### src/rtl/dual_host_regfile.sv
module dual_host_regfile (
  input  logic       clk,
  input  logic       rst_n,
  input  logic       a_wr,
  input  logic       a_rd,
  input  logic [4:0] a_addr,
  input  logic [7:0] a_wdata,
  input  logic       b_wr,
  input  logic       b_rd,
  input  logic [4:0] b_addr,
  input  logic [7:0] b_wdata,
  input  logic       fa_done,
  input  logic       fa_init_n,
  input  logic       fb_done,
  input  logic       fb_init_n,
  input  logic       cfg_sync,
  input  logic       accel_irq_a,
  input  logic       accel_irq_b,
  input  logic       page_drive,
  output logic [7:0] rdata_a,
  output logic [7:0] rdata_b,
  output logic [2:0] prio,
  output logic       mode_cfg,
  output logic       mode_start,
  output logic       proc_hreset,
  output logic       cfg_clk_en,
  output logic       cfg_start_a,
  output logic       cfg_start_b,
  output logic       cfg_master,
  output logic       lut_sel_a,
  output logic       lut_sel_b,
  output logic       fpga_sel_a,
  output logic       fpga_sel_b,
  output logic       sram_sel,
  output logic [3:0] page_addr,
  output logic       irq_to_a,
  output logic       irq_to_b
);
  localparam logic [4:0] A_STS = 5'b00000, B_STS = 5'b00011;
  localparam logic [4:0] A_GP  = 5'b10001, B_GP  = 5'b10011;
  localparam logic [4:0] A_FBA = 5'b01010, B_FBA = 5'b01011;
  localparam logic [4:0] A_FAB = 5'b11011, B_FAB = 5'b11011;
  localparam logic [4:0] A_PRI = 5'b00100, B_PRI = 5'b00111;
  localparam logic [4:0] A_HLP = 5'b10101, B_HLP = 5'b10111;
  localparam logic [4:0] A_ACC = 5'b01110, B_ACC = 5'b01111;
  localparam logic [4:0] A_PG  = 5'b11111, B_PG  = 5'b11111;

  logic [7:0] gp_q;
  logic [5:0] pri_q;
  logic [5:0] hlp_q;
  logic [7:1] pg_q;
  logic [1:0] acc_q;
  logic       fba_q, fab_q;
  logic [7:0] sts;

  wire aw_gp  = a_wr && a_addr == A_GP;
  wire bw_gp  = b_wr && b_addr == B_GP;
  wire aw_pri = a_wr && a_addr == A_PRI;
  wire bw_pri = b_wr && b_addr == B_PRI;
  wire aw_hlp = a_wr && a_addr == A_HLP;
  wire bw_hlp = b_wr && b_addr == B_HLP;
  wire aw_pg  = a_wr && a_addr == A_PG;
  wire bw_pg  = b_wr && b_addr == B_PG;

  wire fba_set = b_wr && b_addr == B_FBA &&  b_wdata[0];
  wire fba_clr = a_wr && a_addr == A_FBA && !a_wdata[0];
  wire fab_set = a_wr && a_addr == A_FAB &&  a_wdata[0];
  wire fab_clr = b_wr && b_addr == B_FAB && !b_wdata[0];

  always_ff @(posedge clk) begin
    if (!rst_n) begin
      gp_q  <= '0;
      pri_q <= 6'b100000;
      hlp_q <= '0;
      pg_q  <= '0;
      acc_q <= '0;
      fba_q <= 1'b0;
      fab_q <= 1'b0;
    end else begin
      acc_q <= {accel_irq_b, accel_irq_a};
      if (aw_gp)       gp_q  <= a_wdata;
      else if (bw_gp)  gp_q  <= b_wdata;
      if (aw_pri)      pri_q <= a_wdata[5:0];
      else if (bw_pri) pri_q <= b_wdata[5:0];
      if (aw_hlp)      hlp_q <= a_wdata[5:0];
      else if (bw_hlp) hlp_q <= b_wdata[5:0];
      if (aw_pg)       pg_q  <= a_wdata[7:1];
      else if (bw_pg)  pg_q  <= b_wdata[7:1];
      if (fba_set)      fba_q <= 1'b1;
      else if (fba_clr) fba_q <= 1'b0;
      if (fab_set)      fab_q <= 1'b1;
      else if (fab_clr) fab_q <= 1'b0;
    end
  end

  assign sts = {cfg_sync, hlp_q[0], fb_init_n, fb_done, fa_init_n, fa_done,
                pri_q[4], pri_q[3]};

  always_comb begin
    rdata_a = '0;
    if (a_rd)
      case (a_addr)
        A_STS:   rdata_a = sts;
        A_GP:    rdata_a = gp_q;
        A_FBA:   rdata_a = {7'b0, fba_q};
        A_FAB:   rdata_a = {7'b0, fab_q};
        A_ACC:   rdata_a = {6'b0, acc_q};
        default: rdata_a = '0;
      endcase
  end

  always_comb begin
    rdata_b = '0;
    if (b_rd)
      case (b_addr)
        B_STS:   rdata_b = sts;
        B_GP:    rdata_b = gp_q;
        B_FBA:   rdata_b = {7'b0, fba_q};
        B_FAB:   rdata_b = {7'b0, fab_q};
        B_ACC:   rdata_b = {6'b0, acc_q};
        default: rdata_b = '0;
      endcase
  end

  assign prio        = pri_q[2:0];
  assign mode_cfg    = pri_q[3];
  assign mode_start  = pri_q[4];
  assign proc_hreset = !pri_q[4] || pri_q[5];
  assign cfg_clk_en  = hlp_q[0];
  assign cfg_start_a = hlp_q[1];
  assign cfg_start_b = hlp_q[2];
  assign lut_sel_a   = hlp_q[3] && page_drive;
  assign lut_sel_b   = hlp_q[4] && page_drive;
  assign cfg_master  = hlp_q[5];
  assign fpga_sel_a  = pg_q[1];
  assign fpga_sel_b  = pg_q[2];
  assign sram_sel    = pg_q[3];
  assign page_addr   = pg_q[7:4];
  assign irq_to_a    = fba_q;
  assign irq_to_b    = fab_q;
endmodule

### config.mk
export PLATFORM = sky130hd
export DESIGN_NAME = dual_host_regfile
export DESIGN_NICKNAME = d
export VERILOG_FILES = /design/src/rtl/dual_host_regfile.sv
export SDC_FILE = /design/constraint.sdc
export NUM_CORES = 1
export LEC_CHECK = 0
export BUFFER_PORTS_ARGS = -buffer_cell sky130_fd_sc_hd__buf_2
export CAP_MARGIN = 10
export CORE_MARGIN = 3
export CORE_UTILIZATION = 51
export DETAILED_ROUTE_END_ITERATION = 10
export GPL_TIMING_DRIVEN = 0
export PLACE_DENSITY = 0.91
export SETUP_SLACK_MARGIN = 0.4
export SLEW_MARGIN = 0
export SYNTH_ARGS = -nofsm -noshare
export SYNTH_HDL_FRONTEND = slang
export SYNTH_SLANG_ARGS = --single-unit
### constraint.sdc
create_clock -name clk -period 3.4 [get_ports clk]
set_input_delay 0.34 -clock clk [delete_from_list [all_inputs] [get_ports clk]]
set_output_delay 0.34 -clock clk [all_outputs]
set_load 0.01 [all_outputs]
==> results of run 1 <==
==> metal layers <==
metal	global-route usage	up-vias	share of wire
met5	0	-	0
met4	0.100	0	0.019
met3	0.0693	14	0.099
met2	0.427	100	0.46
met1	0.303	871	0.42
li1	-	960	-
==> power by group through the flow <==
stage                     clock network, µW  registers, µW  logic [µW]
final                                   246            376        93.0
after global routing                    267            377         103
after CTS                               249            376        91.9
after detailed placement                  0            384        91.6
after global placement                    0            384        88.8
after floorplan                           0            384        44.0
==> kinds of logic (layout without fill, tap and decap cells) <==
logic type,count (synthesis),after routing,share of synthesized area
AOI/OAI and AO/OA,80,80,0.259
and+or+nand+nor,56,56,0.178
DFF,31,31,0.350
muxes,27,27,0.152
buffers and inverters,21,101,0.0613
==> worst max-delay path by stage <==
stage / end / start / cells past startpoint / slack [ns]
finish: rdata_a[0] / a_addr[3] / 6 / 1.24
global route: rdata_a[0] / a_addr[3] / 6 / 1.12
CTS: rdata_a[0] / a_addr[3] / 6 / 1.25
detailed placement: rdata_a[0] / a_addr[3] / 6 / 1.26
global placement: rdata_a[1] / a_addr[3] / 6 / 1.29
floorplan: rdata_a[0] / a_addr[3] / 4 / 1.58
==> cells in the final DEF, fill, tap and decap left out, types with 6 or more instances in the layout <==
master,count
nor2_1,13
a22oi_1,14
inv_1,6
o21ai_0,30
buf_2,75
clkbuf_1,7
nor2b_1,8
a21oi_1,28
nand2_1,6
dfxtp_1,31
mux2i_1,27
==> metrics by stage <==
step                area, µm²  hold slack (ns)  cells  total power [µW]
finish                   2260            0.208    339               715
global route             2260            0.206    339               747
CTS                      2260            0.202    339               716
detailed placement       2190            0.525    331               476
global placement         2190            0.507    331               473
floorplan                1770            0.467    215               428
==> state kept, by name, summed over array words and instances, names as in the netlist <==
name	cells
gp_q	8
pg_q	7
hlp_q	6
pri_q	6
acc_q	2
irq_to_a	1
irq_to_b	1
==> worst reg2reg max path: cells and delay by family (launching register included) <==
family         cells  cell delay, ns
AO/OA/AOI/OAI      1            0.28
flip-flops         1            0.39
multiplexers       1            0.10
==> cell type report <==
cell class | count | area, µm² | share of cell area
clock buffer | 8 | 68.8 | 0.0305
tap | 44 | 55.1 | 0.0244
multi-input combinational | 163 | 1040 | 0.463
timing repair buffer | 72 | 360 | 0.160
inverter | 6 | 22.5 | 0.00997
buffer | 15 | 86.3 | 0.0382
sequential | 31 | 621 | 0.275
==> reports/results.md, run 1 <==
| Metric | This run | Unit |
|---|---|---|
| Top achievable clock speed | 0.463 | GHz |
| Combinational share of power | 0.130 | - |
| Final period util | 0.635 | - |
| Worst-case headroom to the max-slew limit | 0.538 | - |
| Post-CTS resize count | 0 | - |
| CTS Buffer Depth | 2 | - |
| Internal reg-to-reg setup slack | 2.55 | ns |
| Total wirelength of the detailed-routed design | 5210 | µm |
| Height of the die | 65.0 | µm |
| Slowest cell delay on critical path | 0.57 | ns |
| Number of nets in the finished design | 334 | - |
| Avg Vias per Cell | 5.74 | - |
| Setup WS post-layout | 1.24 | ns |
| Clock H-tree levels | 2 | - |
| Maximum vdd drop | 0.000273 | V |
| Worst path bufs/invs | 2 | - |
| Total via count in the routed design | 1945 | - |
| Number of hold-repair buffers added at the cts stage | 0 | - |
| Placement-stage worst setup slack | 1.26 | ns |
| Cell class contributing the biggest share of worst-path delay | simple AND/OR/NAND/NOR gates | - |
| Final critical path time including I/O delays and setup | 2.16 | ns |
| Count of final hold-check violations | 0 | - |
| Synth top cells by count | dfxtp_1 (31), o21ai_0 (30), a21oi_1 (28) | - |
| Top cells by area, synth | dfxtp_1 (35%), mux2i_1 (15%), o21ai_0 (8.5%), a21oi_1 (7.9%), a22oi_1 (5.9%) | - |
| Initial antenna violation count | 0 | - |
| Worst-Margin Slew | 0.690 | ns |
| Post-synthesis net count | 255 | - |
| Synthesis Warnings | 0 | - |
| # rows | 20 | - |
| Worst hold endpoint | acc_q[0]$_SDFF_PN0_ | - |
| Min-Delay Startpoint | accel_irq_a | - |
| Total global routing overflow | 0 | - |
| Placeable core area | 3180 | µm² |
| Unrepaired setup endpoints after global routing | false | - |
| Antenna fix cells | 0 | - |
| Top Ports | 77 | - |
| Final setup TNS | 0 | ns |
| GRT Resource Usage Total | 0.253 | - |
| Post-synthesis sequential element count | 31 | - |
| Area growth from synthesis to layout | 27.3 | % |
| Asr flop ratio synth | 0 | - |
| Tightest Hold Check Type | input port to register | - |
| Number of synthesized flops with an enable pin | 0 | - |
| Slowest cell on crit path | or4_1 | - |
| Chip width | 65.0 | µm |
| Portion of the post-synthesis area used by sequential elements | 0.350 | - |
| Required time of the critical path | 3.06 | ns |
| Later-pin clock latency in the skew report | 0.33 | ns |
| Register clock-pin slew on the reported worst setup and hold paths | 0.09 | ns |
| Most prevalent standard cell on the critical path | buf_2 | - |
| Library cell with the largest summed area after synthesis | dfxtp_1 | - |
| Final slew viol count | 0 | - |
| Static leakage power | 0.00103 | µW |
| Total number of clock tree sinks | 31 | - |
| Fraction of power consumed by the clock network | 0.344 | - |
| Type of the worst setup path | input port to primary output | - |
| Filler cells | 260 | - |
| Yosys top cell area share | 0.350 | - |
| DRC violation count after routing | 0 | - |
| TritonCTS clock tree | done | - |
| Internal power | 532 | µW |
| Share of power burned in registers | 0.526 | - |
| Via count of the first global-routing pass | 1815 | - |
| Remaining number of nets flagged by the antenna check after routing | 0 | - |
| R2R depth | 2 | - |
| Clock tree root driver cell | clkbuf_4 | - |
| Gate count after technology mapping | 215 | - |
| Fraction of final layout cells with drive strength greater than 1 | 0.302 | - |
| Global-route wire length before repair | 8280 | µm |
| Per-instance average area after synthesis | 8.25 | µm² |
| Average wire per standard cell | 15.4 | µm |
| Detailed-routing iteration count for the pre-antenna-repair pass | 4 | - |
| Final core occ | 0.711 | - |
| Power density over cell area | 317 | nW/µm² |
| Synth cell types | 36 | - |
| Fraction of power spent switching nets | 0.256 | - |
| Final setup violation count | 0 | - |
| Kind of start point of the critical path | input port | - |
| Switching power | 183 | µW |
| Number of clock buffers inserted by TritonCTS | 5 | - |
| Max cap viols | 0 | - |
| Layout Skew | 0 | ns |
| Reg2Reg Launch Point | gp_q[0]$_SDFFE_PN0P_ | - |
| Cell-by-cell listing of the critical path | buf_2, or4_1, nor2_2, a22oi_1, a21oi_1, buf_2 | - |
| CP Max Fanout | 9 | - |
| DRT iter0 DRCs | 196 | - |
| Top_reg_cell synth | dfxtp_1 | - |
| Most common cell in the netlist | dfxtp_1 | - |
| Status | finished, final reports clean | - |
| Largest net degree at the start of global routing | 11 | - |
| Die Outline Area | 4220 | µm² |
| Cell Area, Synth | 1770 | µm² |
| Port Buffers | 72 | - |
| Critical path endpoint category | primary output | - |
| Data arrival at the endpoint of the critical path | 1.82 | ns |
| Weighted congestion at the end of routability-driven global placement | 0.889 | - |
| Estimated wirelength of the detail-placed design | 3980 | µm |
| Worst R2R End | gp_q[0]$_SDFFE_PN0P_ | - |
| Buffer count from post-CTS setup fixing | 0 | - |
| Count of cells along the worst hold path | 2 | - |
| Initial Util | 0.558 | - |
No activity file was read; power rests on OpenSTA's default activity.
==> run 2, diff against run 1 <==
- ABC_AREA: default -> 1
- CORE_UTILIZATION: 51 -> 50
- PLACE_DENSITY: 0.91 -> 0.87
- clock period: 3.4 -> 2 ns (I/O delays scaled with it)
==> reports/results.md, run 2 <==
| Metric | This run | Unit | Delta |
|---|---|---|---|
| Combinational share of power | 0.154 | - | was 0.130 |
| Asr flop ratio synth | 0 | - | unchanged |
| Final critical path time including I/O delays and setup | 1.51 | ns |  |
| # rows | 23 | - | was 20 |
| Share of power burned in registers | 0.490 | - | was 0.526 |
| Count of final hold-check violations | 0 | - | unchanged |
| Top cells by area, synth | dfxtp_1 (29%), nand2_1 (22%), nand3_1 (12%), inv_1 (9.2%), nor2_1 (6.6%) | - | was dfxtp_1 (35%), mux2i_1 (15%), o21ai_0 (8.5%), a21oi_1 (7.9%), a22oi_1 (5.9%) |
| Largest registers | gp_q: 8 flops, pg_q: 7 flops | - | unchanged |
| Launch point of the worst path | a_addr[2] | - | was a_addr[3] |
| Final setup TNS | 0 | ns | unchanged |
| Final period util | 0.755 | - |  |
| Chip width | 71.1 | µm | was 65.0 µm |
| Top achievable clock speed | 0.662 | GHz |  |
| Worst path bufs/invs | 3 | - | was 2 |
| DRT iter0 DRCs | 195 | - | was 196 |
| Average wire per standard cell | 12.1 | µm | was 15.4 µm |
| Most common cell after layout, fill and taps aside | nand2_1 | - | was buf_2 |
| Later-pin clock latency in the skew report | 0.28 | ns | was 0.33 ns |
| Remaining number of nets flagged by the antenna check after routing | 0 | - | unchanged |
| Number of flip-flops under the largest register name | 8 | - | unchanged |
| Status | finished, final reports clean | - | unchanged |
| CTS Buffer Depth | 2 | - | unchanged |
| Top_reg_cell synth | dfxtp_1 | - | unchanged |
| Most used cells in the layout excluding fill and tap cells | nand2_1 (122), buf_2 (77), inv_1 (51) | - | was buf_2 (75), dfxtp_1 (31), o21ai_0 (30) |
| Library cell with the largest summed area after synthesis | dfxtp_1 | - | unchanged |
| Maximum vdd drop | 0.000422 | V | was 0.000273 V |
| Synthesis Warnings | 0 | - | unchanged |
| Fraction of power consumed by the clock network | 0.356 | - | was 0.344 |
| Worst-case headroom to the max-slew limit | 0.692 | - | was 0.538 |
| Antenna fix cells | 0 | - | unchanged |
| Initial Util | 0.522 | - | was 0.558 |
| Min-Delay Startpoint | accel_irq_b | - | was accel_irq_a |
| Type of the worst setup path | input port to primary output | - | unchanged |
| Fin cells | 502 | - | was 339 |
| Per-instance average area after synthesis | 5.74 | µm² | was 8.25 µm² |
| Largest net degree at the start of global routing | 11 | - | unchanged |
| Cell class contributing the biggest share of worst-path delay | simple AND/OR/NAND/NOR gates | - | unchanged |
| Static leakage power | 0.00151 | µW | was 0.00103 µW |
| Internal power | 946 | µW | was 532 µW |
| Total power consumption of the routed design | 1310 | µW | was 715 µW |
| Total placed cells including tap cells | 494 | - | was 331 |
| Finished layout cell area | 2680 | µm² | was 2260 µm² |
| Via count of the first global-routing pass | 2271 | - | was 1815 |
| Worst-Margin Slew | 0.462 | ns | was 0.690 ns |
| Gate count after technology mapping | 369 | - | was 215 |
| Power density over cell area | 489 | nW/µm² | was 317 nW/µm² |
| Combinational family with the most area after synthesis | simple AND/OR/NAND/NOR gates | - | was compound AO/OA/AOI/OAI gates |
| Layout Skew | 0 | ns | unchanged |
| Detailed-routing iteration count for the pre-antenna-repair pass | 4 | - | unchanged |
| Initial antenna violation count | 0 | - | unchanged |
| Worst R2R End | hlp_q[0]$_SDFFE_PN0P_ | - | was gp_q[0]$_SDFFE_PN0P_ |
| Global-route wire length before repair | 10100 | µm | was 8280 µm |
| Avg Vias per Cell | 5.13 | - | was 5.74 |
| Number of hold-repair buffers added at the cts stage | 0 | - | unchanged |
| Number of nets in the finished design | 491 | - | was 334 |
| Register clock-pin slew on the reported worst setup and hold paths | 0.06 | ns | was 0.09 ns |
| Kind of start point of the critical path | input port | - | unchanged |
| TritonCTS clock tree | done | - | unchanged |
| Critical path endpoint category | primary output | - | unchanged |
| Internal reg-to-reg setup slack | 1.24 | ns | was 2.55 ns |
| Number of synthesized flops with an enable pin | 0 | - | unchanged |
| Unrepaired setup endpoints after global routing | false | - | unchanged |
| Data arrival at the endpoint of the critical path | 1.31 | ns | was 1.82 ns |
| Cell Area, Synth | 2120 | µm² | was 1770 µm² |
| Complex-gate fraction of the synthesized area | 0.0767 | - | was 0.259 |
| Placeable core area | 4060 | µm² | was 3180 µm² |
| Adder-cell area share of the yosys netlist | 0 | - | unchanged |
| Most common cell in the netlist | nand2_1 | - | was dfxtp_1 |
| DRC violation count after routing | 0 | - | unchanged |
| Slowest cell on crit path | nor2_4 | - | was or4_1 |
| Height of the die | 71.1 | µm | was 65.0 µm |
| Total global routing overflow | 0 | - | unchanged |
| Portion of the post-synthesis area used by sequential elements | 0.293 | - | was 0.350 |
| GRT Resource Usage Total | 0.247 | - | was 0.253 |
| Tightest Hold Check Type | input port to register | - | unchanged |
| Total wirelength of the detailed-routed design | 6090 | µm | was 5210 µm |
| Die Outline Area | 5060 | µm² | was 4220 µm² |
| Weighted congestion at the end of routability-driven global placement | 0.909 | - | was 0.889 |
| Estimated wirelength of the detail-placed design | 4700 | µm | was 3980 µm |
| Total number of clock tree sinks | 31 | - | unchanged |
| Clock tree root driver cell | clkbuf_8 | - | was clkbuf_4 |
| Yosys top cell area share | 0.293 | - | was 0.350 |
| Worst hold endpoint | acc_q[1]$_SDFF_PN0_ | - | was acc_q[0]$_SDFF_PN0_ |
| Port Buffers | 75 | - | was 72 |
| Post-synthesis net count | 409 | - | was 255 |
| Total via count in the routed design | 2576 | - | was 1945 |
| Max cap viols | 0 | - | unchanged |
| Final slew viol count | 0 | - | unchanged |
| Top Ports | 77 | - | unchanged |
| Fraction of final layout cells with drive strength greater than 1 | 0.235 | - | was 0.302 |
| Area growth from synthesis to layout | 26.4 | % | was 27.3% |
| Synth Area in Simple Gates | 0.499 | - | was 0.178 |
| Required time of the critical path | 1.80 | ns | was 3.06 ns |
| Cell-by-cell listing of the critical path | buf_2, nor2_2, inv_1, nor2_4, nand2_1, nand3_1, nor2_1, nor2_1, buf_2 | - | was buf_2, or4_1, nor2_2, a22oi_1, a21oi_1, buf_2 |
| Reg2Reg Launch Point | hlp_q[0]$_SDFFE_PN0P_ | - | was gp_q[0]$_SDFFE_PN0P_ |
| Switching power | 364 | µW | was 183 µW |
| Fraction of power spent switching nets | 0.278 | - | was 0.256 |
| Count of cells along the worst hold path | 3 | - | was 2 |
| Slowest cell delay on critical path | 0.27 | ns | was 0.57 ns |
| Largest register by flop count | gp_q | - | unchanged |
| Share of cell area taken by muxes after synthesis | 0 | - | was 0.152 |
| Synth top cells by count | nand2_1 (123), inv_1 (52), nand3_1 (49) | - | was dfxtp_1 (31), o21ai_0 (30), a21oi_1 (28) |
| CP Max Fanout | 10 | - | was 9 |
| Clock H-tree levels | 2 | - | unchanged |
| Number of clock buffers inserted by TritonCTS | 5 | - | unchanged |
| Post-synthesis sequential element count | 31 | - | unchanged |
| Synth cell types | 20 | - | was 36 |
| R2R depth | 4 | - | was 2 |
| Area share of xor/xnor cells in the synthesized design | 0 | - | unchanged |
| Placement-stage cell area | 2560 | µm² | was 2190 µm² |
| Final setup violation count | 0 | - | unchanged |
==> run 2: final cells by class <==
type / count / area [µm²]
buffer: 12 / 77.6
clock buffer: 7 / 76.3
clock inverter: 1 / 5.00
fill: 390 / 1380
inverter: 54 / 203
multi-input combinational: 272 / 1260
sequential: 31 / 621
tap: 50 / 62.6
timing repair buffer: 75 / 375
==> run 2: power groups by stage <==
stage	clock, µW	sequential, µW	combinational, µW
final	467	641	202
after global routing	498	642	227
after CTS	477	641	194
after detailed placement	0	655	192
after global placement	0	654	190
after floorplan	0	654	98.0
==> run 2: routing by layer <==
| layer | track usage | wire (µm) | vias up |
|---|---|---|---|
| li1 | - | - | 1331 |
| met4 | 0.0835 | 142 | 0 |
| met3 | 0.0497 | 581 | 14 |
| met2 | 0.395 | 2680 | 118 |
| met5 | 0 | 0 | - |
| met1 | 0.332 | 2690 | 1113 |
==> run 2: worst register-to-register path: stages, from the launching register on <==
cell and delay [ns]:
dfxtp_1 0.42, nand3_1 0.10, nand3_1 0.09, nand2_1 0.05, inv_1 0.06
==> run 2: logic make-up after synthesis <==
group / after synthesis
flops: 31
compound gates: 32
buf+inv: 66
simple gates: 240
==> run 2: what timing repair did <==
item,in CTS,in global routing
pin swaps,0,1
gates resized for setup,2,9
endpoints found under the setup margin,13,16
buffers inserted,0,0
==> run 2: stage by stage <==
step,utilization,hold WS (ns),worst slack [ns]
finish,0.661,0.0996,0.490
floorplan,-,0.298,0.701
global placement,0.630,0.382,0.288
detailed placement,0.630,0.389,0.267
global route,0.661,0.106,0.352
CTS,0.652,0.0953,0.458
==> run 2: how the worst max path moves through the flow <==
| stage | end | slack, ns | cells past startpoint |
|---|---|---|---|
| 4_1_cts | rdata_b[1] | 0.46 | 9 |
| 5_1_grt | rdata_a[0] | 0.35 | 9 |
| 3_3_place_gp | rdata_a[7] | 0.29 | 7 |
| 2_1_floorplan | rdata_a[2] | 0.70 | 5 |
| 6_report | rdata_a[0] | 0.49 | 9 |
| 3_5_place_dp | rdata_a[3] | 0.27 | 7 |
==> run 3, diff against run 2 <==
- ABC_AREA: 1 -> 0
- CORE_UTILIZATION: 50 -> 47
- PLACE_DENSITY: 0.87 -> 0.85
- clock period: 2 -> 1.4 ns (I/O delays scaled with it)
==> reports/results.md, run 3 (synthesis gave the netlist of run 1 again) <==
| Metric | This run | Unit | Delta |
|---|---|---|---|
| Via count of the first global-routing pass | 1991 | - | was 2271 |
| Layout Skew | 0 | ns | unchanged |
| Combinational share of power | 0.146 | - | was 0.154 |
| Height of the die | 67.4 | µm | was 71.1 µm |
| Failing checks | negative setup slack | - |  |
| Total number of clock tree sinks | 31 | - | unchanged |
| Number of flip-flops under the largest register name | 8 | - | unchanged |
| Total placed cells including tap cells | 333 | - | was 494 |
| Fraction of final layout cells with drive strength greater than 1 | 0.490 | - | was 0.235 |
| Final slew viol count | 0 | - | unchanged |
| Largest register by flop count | gp_q | - | unchanged |
| Average wire per standard cell | 18.6 | µm | was 12.1 µm |
| Tightest Hold Check Type | input port to register | - | unchanged |
| Weighted congestion at the end of routability-driven global placement | 0.818 | - | was 0.909 |
| Most common cell after layout, fill and taps aside | buf_2 | - | was nand2_1 |
| Clock H-tree levels | 2 | - | unchanged |
| Top achievable clock speed | 0.610 | GHz |  |
| Maximum vdd drop | 0.000699 | V | was 0.000422 V |
| Initial antenna violation count | 0 | - | unchanged |
| # rows | 21 | - | was 23 |
| Total global routing overflow | 0 | - | unchanged |
| Area growth from synthesis to layout | 58.4 | % | was 26.4% |
| CTS Buffer Depth | 2 | - | unchanged |
| Clock tree root driver cell | clkbuf_8 | - | unchanged |
| Number of nets in the finished design | 353 | - | was 491 |
| Worst-case headroom to the max-slew limit | 0.609 | - | was 0.692 |
| Cell-by-cell listing of the critical path | buf_6, or4_4, buf_12, nor2_4, a22oi_1, nor2b_1, buf_2 | - | was buf_2, nor2_2, inv_1, nor2_4, nand2_1, nand3_1, nor2_1, nor2_1, buf_2 |
| Data arrival at the endpoint of the critical path | 1.50 | ns | was 1.31 ns |
| Total wirelength of the detailed-routed design | 6710 | µm | was 6090 µm |
| Fraction of power spent switching nets | 0.251 | - | was 0.278 |
| Static leakage power | 0.00126 | µW | was 0.00151 µW |
| Type of the worst setup path | input port to primary output | - | unchanged |
| Number of clock buffers inserted by TritonCTS | 5 | - | unchanged |
| Detailed-routing iteration count for the pre-antenna-repair pass | 4 | - | unchanged |
| Later-pin clock latency in the skew report | 0.29 | ns | was 0.28 ns |
| Chip width | 67.4 | µm | was 71.1 µm |
| Switching power | 542 | µW | was 364 µW |
| Max cap viols | 0 | - | unchanged |
| Kind of start point of the critical path | input port | - | unchanged |
| Slowest cell on crit path | or4_4 | - | was nor2_4 |
| Antenna fix cells | 0 | - | unchanged |
| Placeable core area | 3490 | µm² | was 4060 µm² |
| Fin cells | 360 | - | was 502 |
| Remaining number of nets flagged by the antenna check after routing | 0 | - | unchanged |
| Largest registers | gp_q: 8 flops, pg_q: 7 flops | - | unchanged |
| Share of power burned in registers | 0.424 | - | was 0.490 |
| Port Buffers | 72 | - | was 75 |
| Top Ports | 77 | - | unchanged |
| Count of final hold-check violations | 0 | - | unchanged |
| Avg Vias per Cell | 5.98 | - | was 5.13 |
| Setup WS post-layout | -0.240 | ns | was 0.490 ns |
| Slowest cell delay on critical path | 0.57 | ns | was 0.27 ns |
| CP Max Fanout | 4 | - | was 10 |
| GRT Resource Usage Total | 0.279 | - | was 0.247 |
| Final period util | 1.17 | - |  |
| Total power consumption of the routed design | 2160 | µW | was 1310 µW |
| DRT iter0 DRCs | 168 | - | was 195 |
| Fraction of power consumed by the clock network | 0.430 | - | was 0.356 |
| DRC violation count after routing | 0 | - | unchanged |
| Unrepaired setup endpoints after global routing | true | - | was false |
| TritonCTS clock tree | done | - | unchanged |
| Largest net degree at the start of global routing | 11 | - | unchanged |
| Power density over cell area | 768 | nW/µm² | was 489 nW/µm² |
| Total via count in the routed design | 2151 | - | was 2576 |
| Internal power | 1620 | µW | was 946 µW |
| Estimated wirelength of the detail-placed design | 3910 | µm | was 4700 µm |
| Most used cells in the layout excluding fill and tap cells | buf_2 (66), mux2i_1 (27), a21oi_1 (25) | - | was nand2_1 (122), buf_2 (77), inv_1 (51) |
| Final setup violation count | 16 | - | was 0 |
| Required time of the critical path | 1.26 | ns | was 1.80 ns |
| Critical path endpoint category | primary output | - | unchanged |
| Filler cells | 216 | - | was 390 |
| Status | finished with violations | - | was finished, final reports clean |
| Global-route wire length before repair | 9420 | µm | was 10100 µm |
| Register clock-pin slew on the reported worst setup and hold paths | 0.06 | ns | about the same |
| Die Outline Area | 4550 | µm² | was 5060 µm² |
| Initial Util | 0.508 | - | was 0.522 |
| Worst-Margin Slew | 0.586 | ns | was 0.462 ns |
| Final critical path time including I/O delays and setup | 1.64 | ns |  |
[run 3: changes by cell type in the layout (fill, tap and decap cells not counted), sizes merged, moves of 14 or more]
cell / before / now
nand2: 126 / 6
nand3: 51 / 1
inv: 54 / 6
mux2i: 0 / 27
nor2: 40 / 15
o21ai: 7 / 31
buf: 82 / 100
a22oi: 0 / 14
[run 3: final cells by class]
class	instances	area [µm²]	area share
Multi-Input combinational cell	164	1240	0.442
Sequential cell	31	634	0.226
Timing Repair Buffer	90	597	0.212
Buffer	15	140	0.0499
Clock buffer	6	82.6	0.0294
Tap cell	46	57.6	0.0205
Clock inverter	2	35.0	0.0125
Inverter	6	22.5	0.00801
[run 3: worst max-delay path, delay by kind of cell]
| kind | cells | cell delay (ns) |
|---|---|---|
| and+or+nand+nor | 3 | 0.87 |
| buffers and inverters | 3 | 0.42 |
| AOI/OAI and AO/OA | 1 | 0.08 |
[run 3: path summary, 6_finish.rpt]
check	startpoint	endpoint	slack, ns	cells after the start
max	a_addr[0]	rdata_a[2]	-0.24	7
min	accel_irq_b	acc_q[1]$_SDFF_PN0_	0.07	2
max reg2reg	gp_q[0]$_SDFFE_PN0P_	gp_q[0]$_SDFFE_PN0P_	0.55	2
min reg2reg	pg_q[6]$_SDFFE_PN0P_	pg_q[6]$_SDFFE_PN0P_	0.53	2
[run 3: timing repair]
action / 4_1_cts / 5_1_grt
cloned: 2 / 0
gates resized for setup: 34 / 31
setup buffers: 9 / 8
hold buffers: 0 / 0
endpoints found under the hold margin: 0 / 0
endpoints found under the setup margin: 48 / 44
pin swaps: 18 / 14
[run 3: layer usage]
metal	global-route usage	vias to the layer above	share of wire
li1	-	989	-
met1	0.344	1034	0.40
met2	0.458	111	0.49
met3	0.0616	17	0.081
met4	0.134	0	0.026
met5	0	-	0
[run 3: power groups by stage]
| stage | Sequential, µW | Clock (µW) | Combinational (µW) |
|---|---|---|---|
| after global routing | 917 | 962 | 337 |
| after CTS | 913 | 919 | 274 |
| final | 915 | 929 | 316 |
| after detailed placement | 933 | 0 | 238 |
| after floorplan | 933 | 0 | 121 |
| after global placement | 933 | 0 | 233 |
[run 3: stage by stage]
stage | util | setup TNS (ns) | hold slack (ns) | instance area, µm² | worst slack, ns
3_5_place_dp | 0.651 | -4.68 | 0.350 | 2280 | -0.242
5_1_grt | 0.804 | -2.56 | 0.0670 | 2810 | -0.261
2_1_floorplan | - | -0.197 | 0.267 | 1860 | -0.138
3_3_place_gp | 0.651 | -4.38 | 0.347 | 2280 | -0.253
6_report | 0.804 | -1.92 | 0.0737 | 2810 | -0.240
4_1_cts | 0.751 | -1.01 | 0.0597 | 2630 | -0.150
